==> config.mk <==
export PLATFORM = sky130hd
export DESIGN_NAME = trc_pattern_gen
export DESIGN_NICKNAME = d
export VERILOG_FILES = /design/src/rtl/trc_pkg.sv /design/src/rtl/trc_seed_rom.sv /design/src/rtl/trc_shift_reg.sv /design/src/rtl/trc_ctrl.sv /design/src/rtl/trc_pattern_gen.sv
export SDC_FILE = /design/constraint.sdc
export NUM_CORES = 1
export LEC_CHECK = 0
export ABC_AREA = 0
export BUFFER_PORTS_ARGS = -buffer_cell sky130_fd_sc_hd__buf_2
export CAP_MARGIN = 30
export CORE_MARGIN = 1
export CORE_UTILIZATION = 50
export CTS_CLUSTER_DIAMETER = 30
export DETAILED_ROUTE_END_ITERATION = 16
export GPL_TIMING_DRIVEN = 0
export HOLD_SLACK_MARGIN = 0.15
export PLACE_DENSITY = 0.73
export SYNTH_ARGS = -nofsm -noshare
export SYNTH_HDL_FRONTEND = slang
export SYNTH_HIERARCHICAL = 1
export SYNTH_SLANG_ARGS = --single-unit
==> constraint.sdc <==
create_clock -name clk -period 0.9 [get_ports clk]
set_input_delay 0.045 -clock clk [delete_from_list [all_inputs] [get_ports clk]]
set_output_delay 0.045 -clock clk [all_outputs]
set_load 0.005 [all_outputs]
==> src/rtl/trc_pkg.sv <==
package trc_pkg;

  // Serial input source select (2-bit, 4-to-1 selector)
  typedef enum logic [1:0] {
    SRC_ROT   = 2'b00,  // recirculate far-end bit unchanged
    SRC_TWIST = 2'b01,  // inverted far-end bit
    SRC_SEED  = 2'b10,  // next ROM seed bit
    SRC_ZERO  = 2'b11   // constant zero
  } src_sel_t;

  typedef enum logic [2:0] {
    ST_IDLE = 3'd0,
    ST_LOAD = 3'd1,
    ST_RUN  = 3'd2,
    ST_CAPT = 3'd3,
    ST_FIN  = 3'd4
  } gen_state_t;

endpackage

==> src/rtl/trc_seed_rom.sv <==
module trc_seed_rom #(
  parameter int N         = 8,
  parameter int NUM_SEEDS = 4,
  parameter logic [NUM_SEEDS-1:0][N-1:0] SEEDS = '0,
  localparam int CNT_W  = $clog2(N),
  localparam int SEED_W = $clog2(NUM_SEEDS + 1)
) (
  input  logic [SEED_W-1:0] addr_i,
  input  logic [CNT_W-1:0]  bit_i,
  output logic              bit_o
);

  always_comb begin
    bit_o = 1'b0;
    for (int s = 0; s < NUM_SEEDS; s++) begin
      if (addr_i == SEED_W'(s)) bit_o = SEEDS[s][bit_i];
    end
  end

endmodule

==> src/rtl/trc_shift_reg.sv <==
module trc_shift_reg
  import trc_pkg::*;
#(
  parameter int N = 8
) (
  input  logic         clk,
  input  logic         rst_n,
  input  logic         shift_en_i,
  input  src_sel_t     sel_i,
  input  logic         seed_bit_i,
  output logic [N-1:0] q_o
);

  logic [N-1:0] q_q, q_d;
  logic         sin;

  always_comb begin
    unique case (sel_i)
      SRC_ROT:   sin = q_q[N-1];
      SRC_TWIST: sin = ~q_q[N-1];
      SRC_SEED:  sin = seed_bit_i;
      default:   sin = 1'b0;
    endcase
    q_d = shift_en_i ? {q_q[N-2:0], sin} : q_q;
  end

  always_ff @(posedge clk or negedge rst_n) begin
    if (!rst_n) q_q <= '0;
    else        q_q <= q_d;
  end

  assign q_o = q_q;

  AST_HOLD_NO_SHIFT: assert property (@(posedge clk) disable iff (!rst_n)
    !shift_en_i |=> $stable(q_q));
  AST_TWIST_FEED: assert property (@(posedge clk) disable iff (!rst_n)
    (shift_en_i && sel_i == SRC_TWIST) |=> (q_q[0] == !$past(q_q[N-1])));
  AST_ROT_FEED: assert property (@(posedge clk) disable iff (!rst_n)
    (shift_en_i && sel_i == SRC_ROT) |=> (q_q[0] == $past(q_q[N-1])));

endmodule

==> src/rtl/trc_ctrl.sv <==
module trc_ctrl
  import trc_pkg::*;
#(
  parameter int N         = 8,
  parameter int NUM_SEEDS = 4,
  localparam int CNT_W  = $clog2(N),
  localparam int RUN_W  = $clog2(2 * N),
  localparam int SEED_W = $clog2(NUM_SEEDS + 1)
) (
  input  logic              clk,
  input  logic              rst_n,
  input  logic              start_i,
  input  logic              scan_mode_i,
  input  logic              twist_en_i,
  output logic              shift_en_o,
  output src_sel_t          sel_o,
  output logic [SEED_W-1:0] rom_addr_o,
  output logic [CNT_W-1:0]  rom_bit_o,
  output logic              scan_en_o,
  output logic              done_o
);

  localparam logic [CNT_W-1:0]  CNT_LAST  = CNT_W'(N - 1);
  localparam logic [RUN_W-1:0]  RUN_LAST  = RUN_W'(2 * N - 1);
  localparam logic [SEED_W-1:0] SEED_END  = SEED_W'(NUM_SEEDS);

  gen_state_t        st_q, st_d;
  logic [CNT_W-1:0]  cnt_q, cnt_d;
  logic [RUN_W-1:0]  run_q, run_d;
  logic [SEED_W-1:0] seed_q, seed_d;
  gen_state_t        after_seed;

  always_comb begin
    after_seed = (seed_q == SEED_END) ? ST_FIN : ST_LOAD;
    st_d       = st_q;
    cnt_d      = cnt_q;
    run_d      = run_q;
    seed_d     = seed_q;
    shift_en_o = 1'b0;
    sel_o      = SRC_ZERO;
    scan_en_o  = 1'b0;
    unique case (st_q)
      ST_IDLE, ST_FIN: begin
        if (start_i) begin
          st_d   = ST_LOAD;
          cnt_d  = '0;
          seed_d = '0;
        end
      end
      ST_LOAD: begin
        shift_en_o = 1'b1;
        sel_o      = SRC_SEED;
        scan_en_o  = 1'b1;
        cnt_d      = cnt_q + 1'b1;
        if (cnt_q == CNT_LAST) begin
          st_d   = ST_RUN;
          seed_d = seed_q + 1'b1;
          run_d  = '0;
        end
      end
      ST_RUN: begin
        shift_en_o = 1'b1;
        sel_o      = twist_en_i ? SRC_TWIST : SRC_ROT;
        scan_en_o  = 1'b1;
        run_d      = run_q + 1'b1;
        if (scan_mode_i)           st_d = ST_CAPT;
        else if (run_q == RUN_LAST) st_d = after_seed;
      end
      ST_CAPT: begin
        st_d = (run_q == '0) ? after_seed : ST_RUN;
      end
      default: st_d = ST_IDLE;
    endcase
  end

  always_ff @(posedge clk or negedge rst_n) begin
    if (!rst_n) begin
      st_q   <= ST_IDLE;
      cnt_q  <= '0;
      run_q  <= '0;
      seed_q <= '0;
    end else begin
      st_q   <= st_d;
      cnt_q  <= cnt_d;
      run_q  <= run_d;
      seed_q <= seed_d;
    end
  end

  assign rom_addr_o = seed_q;
  assign rom_bit_o  = CNT_LAST - cnt_q;
  assign done_o     = (st_q == ST_FIN);

  AST_LOAD_LEN: assert property (@(posedge clk) disable iff (!rst_n)
    (st_q == ST_LOAD && cnt_q == CNT_LAST) |=> (st_q == ST_RUN));
  AST_START_BUSY: assert property (@(posedge clk) disable iff (!rst_n)
    (st_q == ST_RUN && !scan_mode_i && run_q != RUN_LAST) |=> (st_q == ST_RUN));
  AST_ONE_CAPT: assert property (@(posedge clk) disable iff (!rst_n)
    (st_q == ST_CAPT) |=> (st_q != ST_CAPT));
  AST_NO_CAPT_PER_CLK: assert property (@(posedge clk) disable iff (!rst_n)
    (st_q == ST_RUN && !scan_mode_i) |=> (st_q != ST_CAPT));
  AST_FIN_HOLD: assert property (@(posedge clk) disable iff (!rst_n)
    (st_q == ST_FIN && !start_i) |=> (st_q == ST_FIN));
  AST_SEED_RANGE: assert property (@(posedge clk) disable iff (!rst_n)
    (st_q == ST_LOAD) |-> (seed_q < SEED_END));

endmodule

==> src/rtl/trc_pattern_gen.sv <==
module trc_pattern_gen
  import trc_pkg::*;
#(
  parameter int N         = 8,
  parameter int NUM_SEEDS = 4,
  parameter logic [NUM_SEEDS-1:0][N-1:0] SEEDS = {8'hA5, 8'h3C, 8'h01, 8'hF0},
  localparam int CNT_W  = $clog2(N),
  localparam int SEED_W = $clog2(NUM_SEEDS + 1)
) (
  input  logic         clk,
  input  logic         rst_n,
  input  logic         start_i,
  input  logic         scan_mode_i,
  input  logic         twist_en_i,
  output logic [N-1:0] pattern_o,
  output logic         scan_en_o,
  output logic         done_o
);

  logic [1:0]        rst_pipe_q;
  logic              rst_n_s;
  logic              shift_en;
  src_sel_t          sel;
  logic [SEED_W-1:0] rom_addr;
  logic [CNT_W-1:0]  rom_bit;
  logic              seed_bit;

  always_ff @(posedge clk or negedge rst_n) begin
    if (!rst_n) rst_pipe_q <= 2'b00;
    else        rst_pipe_q <= {rst_pipe_q[0], 1'b1};
  end
  assign rst_n_s = rst_pipe_q[1];

  trc_ctrl #(.N(N), .NUM_SEEDS(NUM_SEEDS)) ctrl_i (
    .clk         (clk),
    .rst_n       (rst_n_s),
    .start_i     (start_i),
    .scan_mode_i (scan_mode_i),
    .twist_en_i  (twist_en_i),
    .shift_en_o  (shift_en),
    .sel_o       (sel),
    .rom_addr_o  (rom_addr),
    .rom_bit_o   (rom_bit),
    .scan_en_o   (scan_en_o),
    .done_o      (done_o)
  );

  trc_seed_rom #(.N(N), .NUM_SEEDS(NUM_SEEDS), .SEEDS(SEEDS)) rom_i (
    .addr_i (rom_addr),
    .bit_i  (rom_bit),
    .bit_o  (seed_bit)
  );

  trc_shift_reg #(.N(N)) sreg_i (
    .clk        (clk),
    .rst_n      (rst_n_s),
    .shift_en_i (shift_en),
    .sel_i      (sel),
    .seed_bit_i (seed_bit),
    .q_o        (pattern_o)
  );

  AST_DONE_QUIET: assert property (@(posedge clk) disable iff (!rst_n_s)
    done_o |=> (!done_o || $stable(pattern_o)));

endmodule

---- Word-level counts from Yosys, hierarchy flattened ----
Memory sizes are Yosys's and may differ from the RTL's.
Cells that the tools add are included.
storage, ports and cells
  register bits ........................... 23
  ROM bits ................................ 32
  input port bits ......................... 5
  output and inout bits ................... 10
  memories kept ........................... 4
cells by class
  add/subtract/negate cells ............... 4
  magnitude comparators ................... 1
  eq/ne operators ......................... 15
  multiplexer cells ....................... 25
  bitwise logic cells ..................... 1
  reductions and logical operators ........ 12
memories
  memory            depth  width  read ports  clocked after memory_dff  wr ports  line                source
  (name not given)  8      1      1           0                         0         trc_seed_rom.sv:16  if (addr_i == SEED_W'(s)) bit_o = SEEDS[s][bit_i];
  (name not given)  8      1      1           0                         0         trc_seed_rom.sv:16
  (name not given)  8      1      1           0                         0         trc_seed_rom.sv:16
  (name not given)  8      1      1           0                         0         trc_seed_rom.sv:16
operator list
  operator             number
  $mux 3               8
  $eq 3x2->1 const B   4
  $pmux 3 s2           2
  $pmux 3 s4           1
  $mux 1               10
  $eq 3x3->1 const B   3
  $pmux 4 s2           1
  $add 3x1->3 const B  2
  $eq 3x1->1 const B   2
  $logic_not 3->1      2
  $reduce_and 3->1     2
  $add 4x1->4 const B  1
  $eq 4x4->1 const B   1
  $logic_not 4->1      1
  $lt 3x4->1 const B   1
  $mux 4               1
  $pmux 2 s2           1
  $reduce_and 2->1     2
  $reduce_bool 2->1    2
  $reduce_or 2->1      2
  $ne 3x2->1 const B   1
  $pmux 1 s3           1
  $sub 3x3->3 const A  1
  $eq 2x1->1 const B   1
  5 further kinds      5

---- Depth between registers and ports, before layout ----
Gate-level depths: netlist (run 1).
  depth after elaboration ................. 8
  mapped depth ............................ 8
  mapped depth without buffers ............ 6

---- Cells and area by module ----
The synthesis (run 1) kept the hierarchy.
modules (own cells, without submodules)
  module           instances  cells each  area each (µm²)  seq. area each (µm²)
  trc_ctrl         1          96          887.1            325.3
  trc_shift_reg    1          21          356.6            200.2
  trc_pattern_gen  1          3           53.8             50.0
  trc_seed_rom     1          7           46.3             0.0

---- Worst setup path after synthesis (run 1) ----
Ideal clock, no wire load.
  kind .................................... register to register
  from .................................... register ctrl_i.st_q[1]
  to ...................................... register sreg_i.q_q[1] (netlist: sreg_i/q_o[1])
  arrival ................................. 1453 ps
  setup slack ............................. -678 ps
  stages on the path, launching flop included .. 8
  cells stage by stage .................... dfrtp_1 buf_4 inv_2 nand2_1 a21oi_1 buf_4 buf_6 mux2_4
between the ends
  cells in the longest elaborated chain, start to end .. 3
  elaborated cells on any way between the ends .. 4
  those cells by class .................... eq/ne: 2; mux: 1; reduce/logical: 1
RTL lines
  what                                             line                   source
  from (decl)                                      trc_ctrl.sv:27         gen_state_t st_q, st_d;
  from (signal assigned)                           trc_ctrl.sv:83         st_q <= st_d;
  $eq 3x1->1 / $eq 3x2->1 (equally long branches)  --
  $reduce_or 2->1 (no line) *                      --
  $mux 1 *                                         --
  net scan_en_o                                    trc_pattern_gen.sv:16  output logic scan_en_o,
  to (signal assigned)                             trc_shift_reg.sv:29    else q_q <= q_d;
  to (decl)                                        trc_shift_reg.sv:14    logic [N-1:0] q_q, q_d;
Mark *: on every way through the listed nets, which the timed path passes. The rest lies on a longest branch.
A chain may end at the register's enable or synchronous reset.

---- Worst setup path after layout (run 1) ----
  from .................................... register ctrl_i.cnt_q[0]
  to ...................................... register ctrl_i.seed_q[2] (netlist: ctrl_i/rom_addr_o[2])
between the ends
  cells in the longest elaborated chain, start to end .. 3
RTL lines
  what                        line            source
  from (decl)                 trc_ctrl.sv:28  logic [CNT_W-1:0] cnt_q, cnt_d;
  from (signal assigned)      trc_ctrl.sv:84  cnt_q <= cnt_d;
  $eq 3x3->1                  trc_ctrl.sv:55  if (cnt_q == CNT_LAST) begin
  $ne 2x1->1 (no line)        --
  $reduce_and 3->1 (no line)  --
  to (signal assigned)        trc_ctrl.sv:81  seed_q <= '0;
  to (signal assigned)        trc_ctrl.sv:86  seed_q <= seed_d;
  to (decl)                   trc_ctrl.sv:30  logic [SEED_W-1:0] seed_q, seed_d;
Every way passes these cells.

==> results by group, run 1 <==
Outcome
  – Status: finished with violations
  – Violated checks: negative setup slack

Global routing
  – Vias in the first global route: about 1100
  – GR Util met2: approximately 42%
  – All-Layer GR Usage: 23.6%
  – Initial antenna violation count: 0
  – Largest net degree at the start of global routing: 22
  – Busiest layer in global routing: met2
  – Met3 layer usage reported by global route: between 4 and 5%
  – Grt total ovfl: 0
  – First-pass GRT wire length: 4.93 mm
  – Met1 usage: a little under 30%

Clock network
  – Clk pin slew, worst setup/hold paths: between 0.1 and 0.15 ns
  – Root buffer cell: clkbuf_4
  – Clk buf depth: 2
  – CTS sink cnt: 23
  – Number of H-tree levels: 1
  – Clock latency on the worst-skew pair: 0.30 ns
  – TritonCTS clock tree: built
  – Cts bufs inserted: 3

Yosys
  – Mapped Area: 1340 µm²
  – Top_reg_cell synth: dfrtp_1
  – Share of the synthesized area in the top cell type: between 40% and 50%
  – Cells after Synth: approximately 130
  – Synth Warn #: 6
  – #FFs+latches synth: 23
  – Seq/Total Area, Yosys: between 40% and 50%
  – Ranking of synthesized cells by area: dfrtp_1 (43%), mux2_4 (7.8%), a22o_1 (5.9%)
  – Post-synth ARST share: between 90% and 100%
  – Synth Area per Inst: between 10 and 15 µm²
  – Net count after synthesis: between 100 and 150
  – Post-synth top area cell: dfrtp_1
  – EDFF count, synth: 0
  – Cell variety after synth: 40

Worst setup path
  – CP max stage delay: ~0.44 ns
  – Cell mode on critical path: ha_4
  – WP data arrival: 1.75 ns
  – Worst r2r path cells: 6
  – Worst r2r src: ctrl_i/cnt_q[0]
  – Delay-heaviest family, CP: flip-flops
  – Worst setup SP type: flop
  – CP Buf/Inv Count: 0
  – Crit-path max FO: 3
  – Worst Setup End Kind: flop
  – CP max-delay cell: dfrtp_1
  – Crit Reg-Reg Endpoint: ctrl_i/rom_addr_o[2]
  – R2r setup slk: -0.64 ns
  – Sequence of cells on the critical path: ha_4, ha_4, nor2b_4, nand2_2, mux2_4, a22o_1
  – Worst Setup Path Type: reg2reg
  – Critical Path RT: around 1.1 ns

Cells and area
  – Final #Nets: 183
  – N_diodes: 0
  – Filler cell count: about 170
  – P&R area growth vs syn: 37.2%
  – Cell area after layout: about 1800 µm²
  – Non-filler cells in the finished layout: 201
  – Share of layout cells above drive strength 1: 51.5%

STA
  – Setup Viol. Count Final: 25
  – Crit path time final: about 1.5 ns
  – Unrepaired setup endpoints after global routing: true
  – Setup ws final: -0.644 ns
  – Max-slew violation count: 0
  – Period Utilization, post-route: 172%
  – Hold Violations, Final: 0
  – Fin Clk Skew: ~0.0043 ns
  – Max frequency: between 600 and 700 MHz
  – Hold Slack: roughly 0.19 ns

Die
  – CORE AREA: 2500 µm²
  – Num rows: 18
  – # IOs: 15
  – Width of the die: 53.8 µm
  – Die H: approximately 54 µm
  – Die area: approximately 2900 µm²
  – Starting density of the core: 53.8%

Place
  – DP Area: 1520 µm²
  – GP Congestion: 0.779
  – Inst Count DP: ~170
  – Place WS: -0.684 ns
  – HPWL Detailed: about 1.9 mm
  – IO Port Bufs: 14

Pwr
  – Pwr Density: ~3200 nW/µm²
  – Leak Pwr: 0.872 nW
  – VDD IR max: approximately 0.0021 V

Route
  – Initial DRT Pass Iterations: 5
  – WL final: around 3.2 mm
  – WL per Instance: 16.1 µm
  – Antenna Violating Nets Remaining: 0
  – Iter 0 DRT Violations: 18
  – Residual DRC count: 0
  – Via count: 1149
  – Via density: 5.72

Flow run
  – Maximum capacitance violations: 0

Worst hold path
  – Min-delay src: scan_mode_i
  – Hold EP: ctrl_i/st_q[2]
  – Hold Path Depth: 4
  – Hold Crit Class: in2reg
area by class of cell:
cell class	instances	area, µm²	share of cell area, %
Multi-Input combinational cell	87	800	43.4
Sequential cell	23	582	31.6
Timing Repair Buffer	42	305	16.6
Inverter	11	46.3	2.51
Buffer	4	45.0	2.44
Tap cell	30	37.5	2.04
Clock buffer	3	22.5	1.22
Clock inverter	1	5.00	0.272
report_power, final:
part,total [mW],internal [mW],switching [mW]
clock,0.475,0.166,0.309
combinational,3.66,2.07,1.59
sequential,1.69,1.37,0.321
cells in the mapped netlist, types with 3 or more instances:
library cell,n
a311oi_1,3
mux2_4,7
o21ai_1,3
a22o_1,9
nand2b_1,5
dfrtp_1,23
nor2_1,8
a21oi_1,10
ha_1,6
inv_1,9
nand2_1,6
worst max path at each step:
stage                          from                    to  slack (ns)  cells after the start
floorplan            ctrl_i/st_q[1]         sreg_i/q_o[1]       -0.60                      7
global placement     ctrl_i/st_q[1]         sreg_i/q_o[6]       -0.67                      7
detailed placement   ctrl_i/st_q[1]         sreg_i/q_o[6]       -0.68                      7
CTS                 ctrl_i/cnt_q[2]         sreg_i/q_o[0]       -0.63                      6
global route        ctrl_i/cnt_q[1]  ctrl_i/rom_addr_o[2]       -0.68                      6
finish              ctrl_i/cnt_q[0]  ctrl_i/rom_addr_o[2]       -0.64                      6
kinds of logic (layout without fill, tap and decap cells):
logic type,Yosys count,count (layout),share of synthesized area [%]
AOI/OAI and AO/OA,36,36,19.0
and+or+nand+nor,33,33,14.6
DFF,23,23,42.8
buffers and inverters,17,61,6.61
muxes,11,11,11.1
adders and majority gates,6,6,5.59
other,1,1,0.279
cells in the final DEF, fill, tap and decap left out, drive strengths merged, types with 3 or more instances in the layout:
master / instances
buf: 42
dfrtp: 23
inv: 11
mux2: 10
a21oi: 10
nor2: 10
a22o: 9
nand2b: 6
nand2: 6
o21ai: 6
ha: 6
dlygate4sd3: 4
clkbuf: 3
a311oi: 3
per-stage QoR:
step | total power, mW | util, % | setup TNS [ns]
CTS | 5.47 | 70.6 | -12.37
finish | 5.83 | 73.7 | -11.53
global placement | 4.22 | 60.9 | -12.26
detailed placement | 4.32 | 60.9 | -12.84
floorplan | 3.72 | - | -9.53
global route | 6.26 | 73.7 | -12.98
flip-flops by register name (all words and copies together), names as in the netlist:
name / count
ctrl_i/cnt_q: 3
sreg_i/q_o: 8
rst_pipe_q: 2
ctrl_i/rom_addr_o: 3
ctrl_i/st_q: 3
ctrl_i/run_q: 4
per-layer routing:
| layer | wire [µm] | part of all wire (%) |
|---|---|---|
| met5 | 0 | 0 |
| met4 | 8 | 0.25 |
| met3 | 85 | 2.6 |
| met2 | 1720 | 53 |
| met1 | 1420 | 44 |
worst reg2reg max path, stage by stage, from the launching register on:
cell,delay (ns)
dfrtp_1,0.44
ha_4,0.18
ha_4,0.15
nor2b_4,0.13
nand2_2,0.06
mux2_4,0.30
a22o_1,0.18
what timing repair did:
| item | in CTS | in global routing |
|---|---|---|
| buffers inserted | 15 | 8 |
| gates resized for setup | 19 | 9 |
| gates cloned | 1 | 0 |
| endpoints found under the setup margin | 52 | 52 |
| pin swaps | 7 | 3 |
| endpoints found under the hold margin | 4 | 0 |
| hold buffers | 4 | 0 |
Power figures use the tool's default switching activity.
==> inputs of run 2 (changes only) <==
Settings changed: ABC_AREA 0 to 1.
==> run 2 against run 1 <==
The flow still finishes with violations (negative setup slack). Global-route usage increased by 2.5 points. Largest cell class unchanged. Worst hold slack got worse by 0.0098 ns. Sequential cell count unchanged. Wire length increased by 2.8%. Critical endpoint is now ctrl_i/rom_addr_o[0]. Register-to-register slack improved by 0.15 ns.
==> results by group, run 2 <==
Yosys
  – Mapped Area: 1260 µm² (was 1340 µm²)
  – Ranking of synthesized cells by area: dfrtp_1 (46%), nand2_1 (16%), inv_1 (8.0%) (was dfrtp_1 (43%), mux2_4 (7.8%), a22o_1 (5.9%))
  – Post-synth top area cell: dfrtp_1 (unchanged)
  – #FFs+latches synth: 23 (unchanged)
  – Most frequent cell after synthesis: nand2_1 (was dfrtp_1)
  – Synth Warn #: 6 (unchanged)
  – Cell variety after synth: 23 (was 40)
  – Cells after Synth: 165 (was 127)
  – Seq/Total Area, Yosys: 45.6% (was 42.8%)
  – Synth Area per Inst: 7.64 µm² (was 10.6 µm²)
  – Share of the synthesized area in the top cell type: 45.6% (was 42.8%)
  – Top_reg_cell synth: dfrtp_1 (unchanged)
  – Post-synth ARST share: 100% (unchanged)
  – Most instantiated cells after synthesis: nand2_1 (54), inv_1 (27), dfrtp_1 (23), nand3_1 (12), o21ai_0 (10) (was dfrtp_1 (23), a21oi_1 (10), a22o_1 (9), inv_1 (9), nor2_1 (8))
  – Net count after synthesis: 176 (was 138)
  – EDFF count, synth: 0 (unchanged)

Worst setup path
  – Worst r2r path cells: 8 (was 6)
  – WP data arrival: 1.63 ns (was 1.75 ns)
  – Crit Reg-Reg Endpoint: ctrl_i/rom_addr_o[0] (was ctrl_i/rom_addr_o[2])
  – Crit-path max FO: 4 (was 3)
  – R2r setup slk: -0.49 ns (was -0.64 ns)
  – Worst r2r src: ctrl_i/cnt_q[0] (unchanged)
  – Critical Path RT: 1.14 ns (was 1.11 ns)
  – Worst Setup Path Type: reg2reg (unchanged)
  – Worst Setup End Kind: flop (unchanged)
  – Worst setup SP type: flop (unchanged)

Pwr
  – Total power: 5.93 mW (was 5.83 mW)
  – Leak Pwr: 0.944 nW (was 0.872 nW)
  – Pwr Density: 3280 nW/µm² (was 3160 nW/µm²)
  – VDD IR max: 0.00214 V (was 0.00213 V)

Cells and area
  – Share of layout cells above drive strength 1: 41.7% (was 51.5%)
  – Max FFs per register: 8 (unchanged)
  – Final #Nets: 223 (was 183)
  – Filler cell count: 141 (was 172)
  – Most common cell after layout, fill and taps aside: nand2_1 (was buf_4)
  – Post-layout util: 78.8% (was 73.7%)
  – N_diodes: 0 (unchanged)
  – P&R area growth vs syn: 43.6% (was 37.2%)
  – Most frequent cells in the layout: nand2_1 (41), inv_1 (22), buf_4 (19) (was buf_4 (21), dfrtp_1 (18), buf_2 (14))

Global routing
  – First-pass GRT wire length: 5.19 mm (was 4.93 mm)
  – Largest net degree at the start of global routing: 22 (unchanged)
  – Initial antenna violation count: 0 (unchanged)
  – Grt total ovfl: 0 (unchanged)
  – All-Layer GR Usage: 26.1% (was 23.6%)
  – Vias in the first global route: 1252 (was 1089)

Die
  – Width of the die: 52.2 µm (was 53.8 µm)
  – Starting density of the core: 54.9% (was 53.8%)
  – # IOs: 15 (unchanged)
  – Num rows: 17 (was 18)
  – Die area: 2730 µm² (was 2900 µm²)
  – CORE AREA: 2300 µm² (was 2500 µm²)
  – Die H: 52.2 µm (was 53.8 µm)

Clock network
  – Clk buf depth: 2 (unchanged)
  – Clk pin slew, worst setup/hold paths: 0.15 ns (was 0.13 ns)
  – TritonCTS clock tree: built (unchanged)
  – Number of H-tree levels: 1 (unchanged)
  – CTS sink cnt: 23 (unchanged)
  – Cts bufs inserted: 3 (unchanged)
  – Root buffer cell: clkbuf_4 (unchanged)
  – Clock latency on the worst-skew pair: 0.32 ns (was 0.30 ns)

Place
  – HPWL Detailed: 1.85 mm (was 1.86 mm)
  – Place WS: -0.518 ns (was -0.684 ns)
  – GP Congestion: 0.808 (was 0.779)
  – IO Port Bufs: 14 (unchanged)

STA
  – Crit path time final: 1.39 ns (was 1.54 ns)
  – Fin Clk Skew: 0.0186 ns (was 0.00426 ns)
  – Max frequency: 718 MHz (was 648 MHz)
  – Setup ws final: -0.493 ns (was -0.644 ns)
  – Max-slew violation count: 0 (unchanged)
  – Setup Viol. Count Final: 30 (was 25)
  – Hold Slack: 0.179 ns (was 0.189 ns)
  – Period Utilization, post-route: 155% (was 172%)
  – Hold Violations, Final: 0 (unchanged)
  – Unrepaired setup endpoints after global routing: true (unchanged)
  – Setup_tns: -8.54 ns (was -11.53 ns)

Route
  – Initial DRT Pass Iterations: 4 (was 5)
  – WL final: 3.33 mm (was 3.23 mm)
  – Antenna Violating Nets Remaining: 0 (unchanged)
  – Residual DRC count: 0 (unchanged)
  – Via density: 5.20 (was 5.72)
  – WL per Instance: 13.9 µm (was 16.1 µm)
  – Via count: 1242 (was 1149)
  – Iter 0 DRT Violations: 28 (was 18)

Worst hold path
  – Hold Crit Class: in2reg (unchanged)
  – Hold EP: sreg_i/q_o[0] (was ctrl_i/st_q[2])
  – Hold Path Depth: 7 (was 4)
  – Min-delay src: twist_en_i (was scan_mode_i)

Outcome
  – Violated checks: negative setup slack (unchanged)
  – Status: finished with violations (unchanged)

Flow run
  – Maximum capacitance violations: 0 (unchanged)
-- run 2: final cells by class --
cell class              count  area, µm²  share of cell area [%]
multi-input cells         111        688                    38.0
clock buffers               3       22.5                    1.24
flip-flops and latches     23        583                    32.2
clock inverters             1       5.00                   0.276
repair inverters            1       11.3                   0.622
well taps                  28       35.0                    1.94
plain buffers               1       20.0                    1.11
inverters                  29        121                    6.70
repair buffers             42        324                    17.9
-- run 2: where the power goes --
group          leakage [nW]  switching [mW]  internal (mW)  total (mW)
clock                0.0177           0.340          0.166       0.506
combinational         0.636            1.95           1.77        3.72
sequential            0.290           0.353           1.35        1.70
total                 0.944            2.64           3.29        5.93
-- run 2: timing repair --
action,CTS,global route
hold buffers,3,1
endpoints found under the setup margin,50,31
resized for setup,31,23
buffers inserted,15,9
hold endpoints to repair,7,3
pin swaps,12,10
cloned,1,0
-- run 2: critical path, cell delays in order, from the launching register on --
cell and delay (ns):
dfrtp_1 0.42, ha_2 0.20, ha_4 0.16, inv_2 0.04, nand4_1 0.13, buf_4 0.19
nand2_4 0.07, nand2_1 0.05, o21ai_1 0.07
-- run 2: cell families after synthesis --
family / synth area share (%)
buf+inv: 10.5
fa+ha+maj: 5.95
compound gates: 9.23
xor+xnor: 0.695
other cells: 0.297
simple gates: 27.7
flops: 45.6
-- run 2: how the worst max path moves through the flow --
| stage | from | endpoint | slack [ns] | depth (start not counted) |
|---|---|---|---|---|
| 2_1_floorplan | ctrl_i/st_q[1] | sreg_i/q_o[0] | -0.39 | 10 |
| 3_3_place_gp | ctrl_i/st_q[1] | sreg_i/q_o[0] | -0.50 | 10 |
| 3_5_place_dp | ctrl_i/st_q[1] | sreg_i/q_o[0] | -0.52 | 10 |
| 4_1_cts | ctrl_i/cnt_q[0] | ctrl_i/st_q[2] | -0.43 | 8 |
| 5_1_grt | ctrl_i/cnt_q[1] | ctrl_i/rom_addr_o[2] | -0.56 | 8 |
| 6_report | ctrl_i/cnt_q[0] | ctrl_i/rom_addr_o[0] | -0.49 | 8 |
-- run 2: routing by layer --
layer | GRT usage [%] | part of all wire, % | vias up
met5 | 0 | 0 | -
met3 | 4.35 | 4.1 | 10
li1 | - | - | 608
met4 | 13.6 | 2.6 | 0
met2 | 46.2 | 54 | 32
met1 | 30.0 | 40 | 592
-- run 2: through the flow --
| step | instance area (µm²) | cells |
|---|---|---|
| 6_report | 1810 | 239 |
| 5_1_grt | 1810 | 239 |
| 4_1_cts | 1660 | 229 |
| 3_5_place_dp | 1390 | 207 |
| 3_3_place_gp | 1390 | 207 |
| 2_1_floorplan | 1290 | 165 |
